## config.mk

```make
export PLATFORM = sky130hd
export DESIGN_NAME = uart_queue
export DESIGN_NICKNAME = d
export VERILOG_FILES = /design/src/rtl/uq_pkg.sv /design/src/rtl/uq_ctrl.sv /design/src/rtl/uq_store.sv /design/src/rtl/uq_status.sv /design/src/rtl/uart_queue.sv
export SDC_FILE = /design/constraint.sdc
export NUM_CORES = 1
export LEC_CHECK = 0
export BUFFER_PORTS_ARGS = -buffer_cell sky130_fd_sc_hd__buf_2
export CAP_MARGIN = 25
export CORE_MARGIN = 4
export CORE_UTILIZATION = 40
export DETAILED_ROUTE_END_ITERATION = 16
export PLACE_DENSITY_LB_ADDON = 0.15
export SLEW_MARGIN = 20
export SYNTH_ARGS = -nofsm -noshare
export SYNTH_HDL_FRONTEND = slang
export SYNTH_SLANG_ARGS = --single-unit
```

## constraint.sdc

```tcl
create_clock -name clk -period 7.39 [get_ports clk]
set_clock_uncertainty 0.2 [all_clocks]
set_input_delay 0.3695 -clock clk [delete_from_list [all_inputs] [get_ports clk]]
set_output_delay 0.3695 -clock clk [all_outputs]
set_load 0.01 [all_outputs]
```

## src/rtl/uq_pkg.sv

```systemverilog
package uq_pkg;
  localparam int STATUS_W = 16;
  localparam int LG_MIN   = 2;
  localparam int LG_MAX   = 10;

  function automatic int lg_clamp(input int v);
    if (v < LG_MIN) return LG_MIN;
    if (v > LG_MAX) return LG_MAX;
    return v;
  endfunction
endpackage

```

## src/rtl/uq_ctrl.sv

```systemverilog
module uq_ctrl #(
  parameter int LG = 4
) (
  input  logic          clk,
  input  logic          rst,
  input  logic          wr_stb,
  input  logic          rd_stb,
  output logic [LG-1:0] wr_ptr,
  output logic [LG-1:0] rd_ptr,
  output logic [LG-1:0] count,
  output logic          push,
  output logic          pop,
  output logic          bypass,
  output logic          err
);
  localparam logic [LG-1:0] CAP = '1;

  logic full, empty;

  always_comb begin
    full   = (count == CAP);
    empty  = (count == '0);
    bypass = wr_stb && rd_stb && empty;
    pop    = rd_stb && !empty;
    push   = wr_stb && !bypass && (!full || rd_stb);
  end

  always_ff @(posedge clk) begin
    if (rst) begin
      wr_ptr <= '0;
      rd_ptr <= '0;
      count  <= '0;
      err    <= 1'b0;
    end else begin
      if (push) wr_ptr <= wr_ptr + 1'b1;
      if (pop)  rd_ptr <= rd_ptr + 1'b1;
      case ({push, pop})
        2'b10:   count <= count + 1'b1;
        2'b01:   count <= count - 1'b1;
        default: count <= count;
      endcase
      if ((rd_stb && empty && !wr_stb) || (wr_stb && full && !rd_stb))
        err <= 1'b1;
    end
  end

  assert_no_overflow_R3: assert property (@(posedge clk) disable iff (rst)
    (full && wr_stb && !rd_stb) |=> (full && err && $stable(wr_ptr)));

  assert_empty_read_R4: assert property (@(posedge clk) disable iff (rst)
    (empty && rd_stb && !wr_stb) |=> (count == '0 && err && $stable(rd_ptr)));

  assert_err_sticky_R5: assert property (@(posedge clk) disable iff (rst)
    err |=> err);

  assert_full_both_R7: assert property (@(posedge clk) disable iff (rst)
    (full && wr_stb && rd_stb) |=> (count == CAP && $changed(rd_ptr)));

  assert_reset_empty_R12: assert property (@(posedge clk)
    rst |=> (count == '0 && !err));
endmodule

```

## src/rtl/uq_store.sv

```systemverilog
module uq_store #(
  parameter int LG     = 4,
  parameter int DATA_W = 8
) (
  input  logic              clk,
  input  logic              rst,
  input  logic              push,
  input  logic              pop,
  input  logic              bypass,
  input  logic [LG-1:0]     wr_ptr,
  input  logic [LG-1:0]     rd_ptr,
  input  logic [DATA_W-1:0] wr_data,
  output logic [DATA_W-1:0] rd_data
);
  localparam int DEPTH = 1 << LG;

  logic [DATA_W-1:0] mem [DEPTH];

  always_ff @(posedge clk) begin
    if (push) mem[wr_ptr] <= wr_data;
  end

  always_ff @(posedge clk) begin
    if (rst)         rd_data <= '0;
    else if (bypass) rd_data <= wr_data;
    else if (pop)    rd_data <= mem[rd_ptr];
  end

  assert_bypass_R6: assert property (@(posedge clk) disable iff (rst)
    bypass |=> (rd_data == $past(wr_data)));

  assert_hold_data_R4: assert property (@(posedge clk) disable iff (rst)
    (!pop && !bypass) |=> $stable(rd_data));
endmodule

```

## src/rtl/uq_status.sv

```systemverilog
module uq_status #(
  parameter int LG      = 4,
  parameter bit RX_MODE = 1'b1
) (
  input  logic [LG-1:0]               count,
  output logic [uq_pkg::STATUS_W-1:0] status
);
  localparam logic [LG-1:0] CAP  = '1;
  localparam logic [LG-1:0] HALF = LG'(1 << (LG - 1));

  logic [1:0]  irq;
  logic [11:0] level;

  generate
    if (RX_MODE) begin : g_rx
      always_comb begin
        irq[0] = (count != '0);
        irq[1] = (count >= HALF);
      end
    end else begin : g_tx
      always_comb begin
        irq[0] = (count != CAP);
        irq[1] = (count < HALF);
      end
    end
  endgenerate

  always_comb begin
    level = '0;
    level[LG+1:2] = count;
    level[1:0]    = irq;
    status = {4'(LG), level};
  end
endmodule

```

## src/rtl/uart_queue.sv

```systemverilog
module uart_queue #(
  parameter int LGFLEN  = 4,
  parameter int DATA_W  = 8,
  parameter bit RX_MODE = 1'b1
) (
  input  logic                        clk,
  input  logic                        rst,
  input  logic                        wr_stb,
  input  logic [DATA_W-1:0]           wr_data,
  input  logic                        rd_stb,
  output logic [DATA_W-1:0]           rd_data,
  output logic                        not_empty,
  output logic [uq_pkg::STATUS_W-1:0] status,
  output logic                        err
);
  localparam int LG = uq_pkg::lg_clamp(LGFLEN);

  logic [LG-1:0] wr_ptr, rd_ptr, count;
  logic          push, pop, bypass;

  uq_ctrl #(.LG(LG)) u_ctrl (
    .clk(clk), .rst(rst), .wr_stb(wr_stb), .rd_stb(rd_stb),
    .wr_ptr(wr_ptr), .rd_ptr(rd_ptr), .count(count),
    .push(push), .pop(pop), .bypass(bypass), .err(err)
  );

  uq_store #(.LG(LG), .DATA_W(DATA_W)) u_store (
    .clk(clk), .rst(rst), .push(push), .pop(pop), .bypass(bypass),
    .wr_ptr(wr_ptr), .rd_ptr(rd_ptr), .wr_data(wr_data), .rd_data(rd_data)
  );

  uq_status #(.LG(LG), .RX_MODE(RX_MODE)) u_status (
    .count(count), .status(status)
  );

  assign not_empty = (count != '0);

  assert_ne_tracks_level_R8: assert property (@(posedge clk) disable iff (rst)
    not_empty == (status[LG+1:2] != '0));
endmodule

```

==> impl_metrics.tcl <==
set metrics [dict create \
    status "completed" \
    die_area_um2 17500 \
    dieWidth_um 132.3 \
    final_hold_viol_count 0 \
    layout-drive-gt1-share_pct 24.88 \
    crit_start "u_ctrl.count[1]$_SDFFE_PP0P_" \
    wirelength_um 12530 \
    gp_congestion 0.7596 \
    synth_area_um2 6181 \
    p_int_mw 1.737 \
    drc 0 \
    synth_fa_ha_area_share_pct 1.619 \
    final_common_cell "edfxtp_1" \
    end_kind "flop" \
    path_delay_family "simple AND/OR/NAND/NOR gates" \
    synthSimpleGateAreaFrac_pct 5.061 \
    worst_setup_path_start_kind "flop" \
    dpl.cell_count 562 \
    power_mw 2.346 \
    synth.avg_cell_area_um2 16.93 \
    coreArea_um2 15150 \
    final_cell_mix "edfxtp_1 (128), nor2_1 (27), buf_2 (27)" \
    clock_latency_ps 410 \
    cts_root_buf "clkbuf_16" \
    hold_buffers 0 \
    cp.arrival_ps 3210 \
    ys_seq_area_share_pct 70.28 \
    fin_nets 413 \
    finalSetupViolations 0 \
    grt-ovfl-total 0 \
    vias 3169 \
    peakVddDrop_uv 201.3 \
    relSlewSlack_pct 36.27 \
    crit_buf_inv 1 \
    hpwl_um 7773 \
    antenna_found_initial 0 \
    routed_via_density 5.335 \
    clock_path_buffers 2 \
    postCtsSetupBuffers 0 \
    grt_pass1_wl_um 19040 \
    wl_per_cell_um 21.10 \
    drv_slew 0 \
    drt_first_iter_violations 219 \
    synth_top_family_by_area "multiplexers" \
    finalCritPeriodShare_pct 41.46 \
    slowest_delay_ps 470 \
    p_seq_share_pct 44.0 \
    p_per_area_nw_per_um2 333.9 \
    post-route-min-period_ps 3064 \
    synth_edf_count 128 \
    setup_tns_ps 0 \
    grt_start_max_net_pins 41 \
    r2r_start "u_ctrl.count[1]$_SDFFE_PP0P_" \
    r2r_slack_ps 4330 \
    drv_cap 0 \
    max_freq_ghz 0.3264 \
    io_buffers 27 \
    dr.pass1.iters 4 \
    worstSetupPathType "reg -> reg" \
    cp_max_fo 14 \
    yosysWarnings 0 \
    crit_path_top_delay_cell "and2_0" \
    cts_resized 0 \
    area_growth_pct 13.66 \
    io_pins 38 \
    worstHoldPathType "in -> reg" \
    cp_cell_sequence "nor4_4 > inv_2 > and2_0 > ha_1 > xor2_1 > ha_1 > a21oi_1 > xor2_1 > or3_1 > a21oi_1" \
    tritoncts "yes" \
    p_clk_share_pct 37.3 \
    combinationalPowerShare_pct 18.7 \
    synth-xor-area-share_pct 1.417 \
    swShare_pct 25.96 \
    hp-start "rst" \
    cts_sinks 153 \
    initial_core_util_pct 40.81 \
    ys_ff_latch 153 \
    synth_compound_area_share_pct 4.615 \
    drt.antenna.violating_nets 0 \
    numCtsBuffers 17 \
    ys_types 41 \
    async_flop_share_pct 0 \
    rsz0062_at_grt "false" \
    die_height_um 132.3 \
    core.rowCount 45 \
    antenna_cells 0 \
    path_clk_slew_ps 60 \
    synthCells 365 \
    cp.required_ps 7530 \
    tightest_slew_ps 954.6 \
    track_usage_pct 14.89 \
    ys_dominant_reg_cell "edfxtp_1" \
    synthMuxAreaShare_pct 13.36 \
    instances_no_fill 594 \
    grt_pass1_vias 3218 \
    htreeDepth 4 \
    p_sw_mw 0.6089 \
    leakagePower_nw 2.311 \
]
[cell families (layout without fill, tap and decap cells)]
| family | count (synthesis) | after routing |
|---|---|---|
| compound gates | 42 | 42 |
| xor+xnor | 10 | 10 |
| fa+ha+maj | 8 | 8 |
| buf+inv | 36 | 69 |
| flops | 153 | 153 |
| mux | 51 | 51 |
| other cells | 2 | 10 |
| simple gates | 63 | 63 |
[synthesized netlist by cell type, types with 8 or more instances]
cell type / number / area (um^2)
a221oi_1: 8 / 70.07
a31oi_1: 8 / 50.05
buf_4: 15 / 112.6
clkbuf_1: 9 / 33.78
dfxtp_1: 25 / 500.5
edfxtp_1: 128 / 3844
ha_1: 8 / 100.1
mux2_2: 8 / 90.09
mux2i_1: 18 / 180.2
mux4_2: 24 / 540.5
nand2_1: 11 / 41.29
nor2_1: 27 / 101.4
o21ai_0: 11 / 55.05
o221ai_1: 8 / 70.07
[layer usage]
metal	part of all wire, %	GRT usage, %	wire length (um)
met1	47	20.73	5925
met2	47	22.98	5846
met3	4.9	3.969	616
met4	1.1	4.850	142
met5	0	0	0
[power groups by stage]
stage | Clock [mW] | Combinational, mW | Sequential (mW)
floorplan | 0 | 0.327 | 1.05
global placement | 0 | 0.442 | 1.05
detailed placement | 0 | 0.446 | 1.05
CTS | 0.890 | 0.447 | 1.03
global route | 0.932 | 0.483 | 1.04
finish | 0.875 | 0.439 | 1.03
[layout make-up]
type	instances	area, um^2
Inverter	5	18.77
Fill cell	1287	8120
Clock buffer	23	478.0
Multi-Input combinational cell	184	1654
Tap cell	188	235.2
Clock inverter	9	121.4
Sequential cell	153	4345
Timing Repair Buffer	32	172.7
[flip-flops by register name (all words and copies together), names as in the netlist, named ones only]
signal and cells:
u_ctrl.count 4, u_ctrl.wr_ptr 4, u_store.rd_data 8, u_ctrl.rd_ptr 4, u_ctrl.err 1, u_store.mem 128
[worst paths after layout]
kind,to,cells past startpoint
worst max register to register,u_ctrl.count[2]$_SDFFE_PP0P_,10
worst min-delay path,u_ctrl.wr_ptr[3]$_SDFFE_PP0P_,2
worst max-delay path,u_ctrl.count[2]$_SDFFE_PP0P_,10
worst min register to register,u_ctrl.err$_SDFFE_PP0P_,2
[per-stage QoR]
stage	cell area, um^2	utilization [%]	setup WS [ps]	hold WS [ps]
final	7025	46.39	4326	108.7
after floorplan	6211	-	4509	238.6
after detailed placement	6426	42.43	4354	264.1
after global placement	6426	42.43	4457	258.9
after global routing	7025	46.39	4064	106.1
after CTS	7025	46.39	4349	101.5
[worst reg2reg max path, cell delays in order (launching register included)]
cell and delay [ps]:
dfxtp_1 410, nor4_4 350, inv_2 100, and2_0 470, ha_1 430, xor2_1 170, ha_1 200, a21oi_1 150
xor2_1 90, or3_1 310, a21oi_1 140
(Power assumes the default switching activity.)
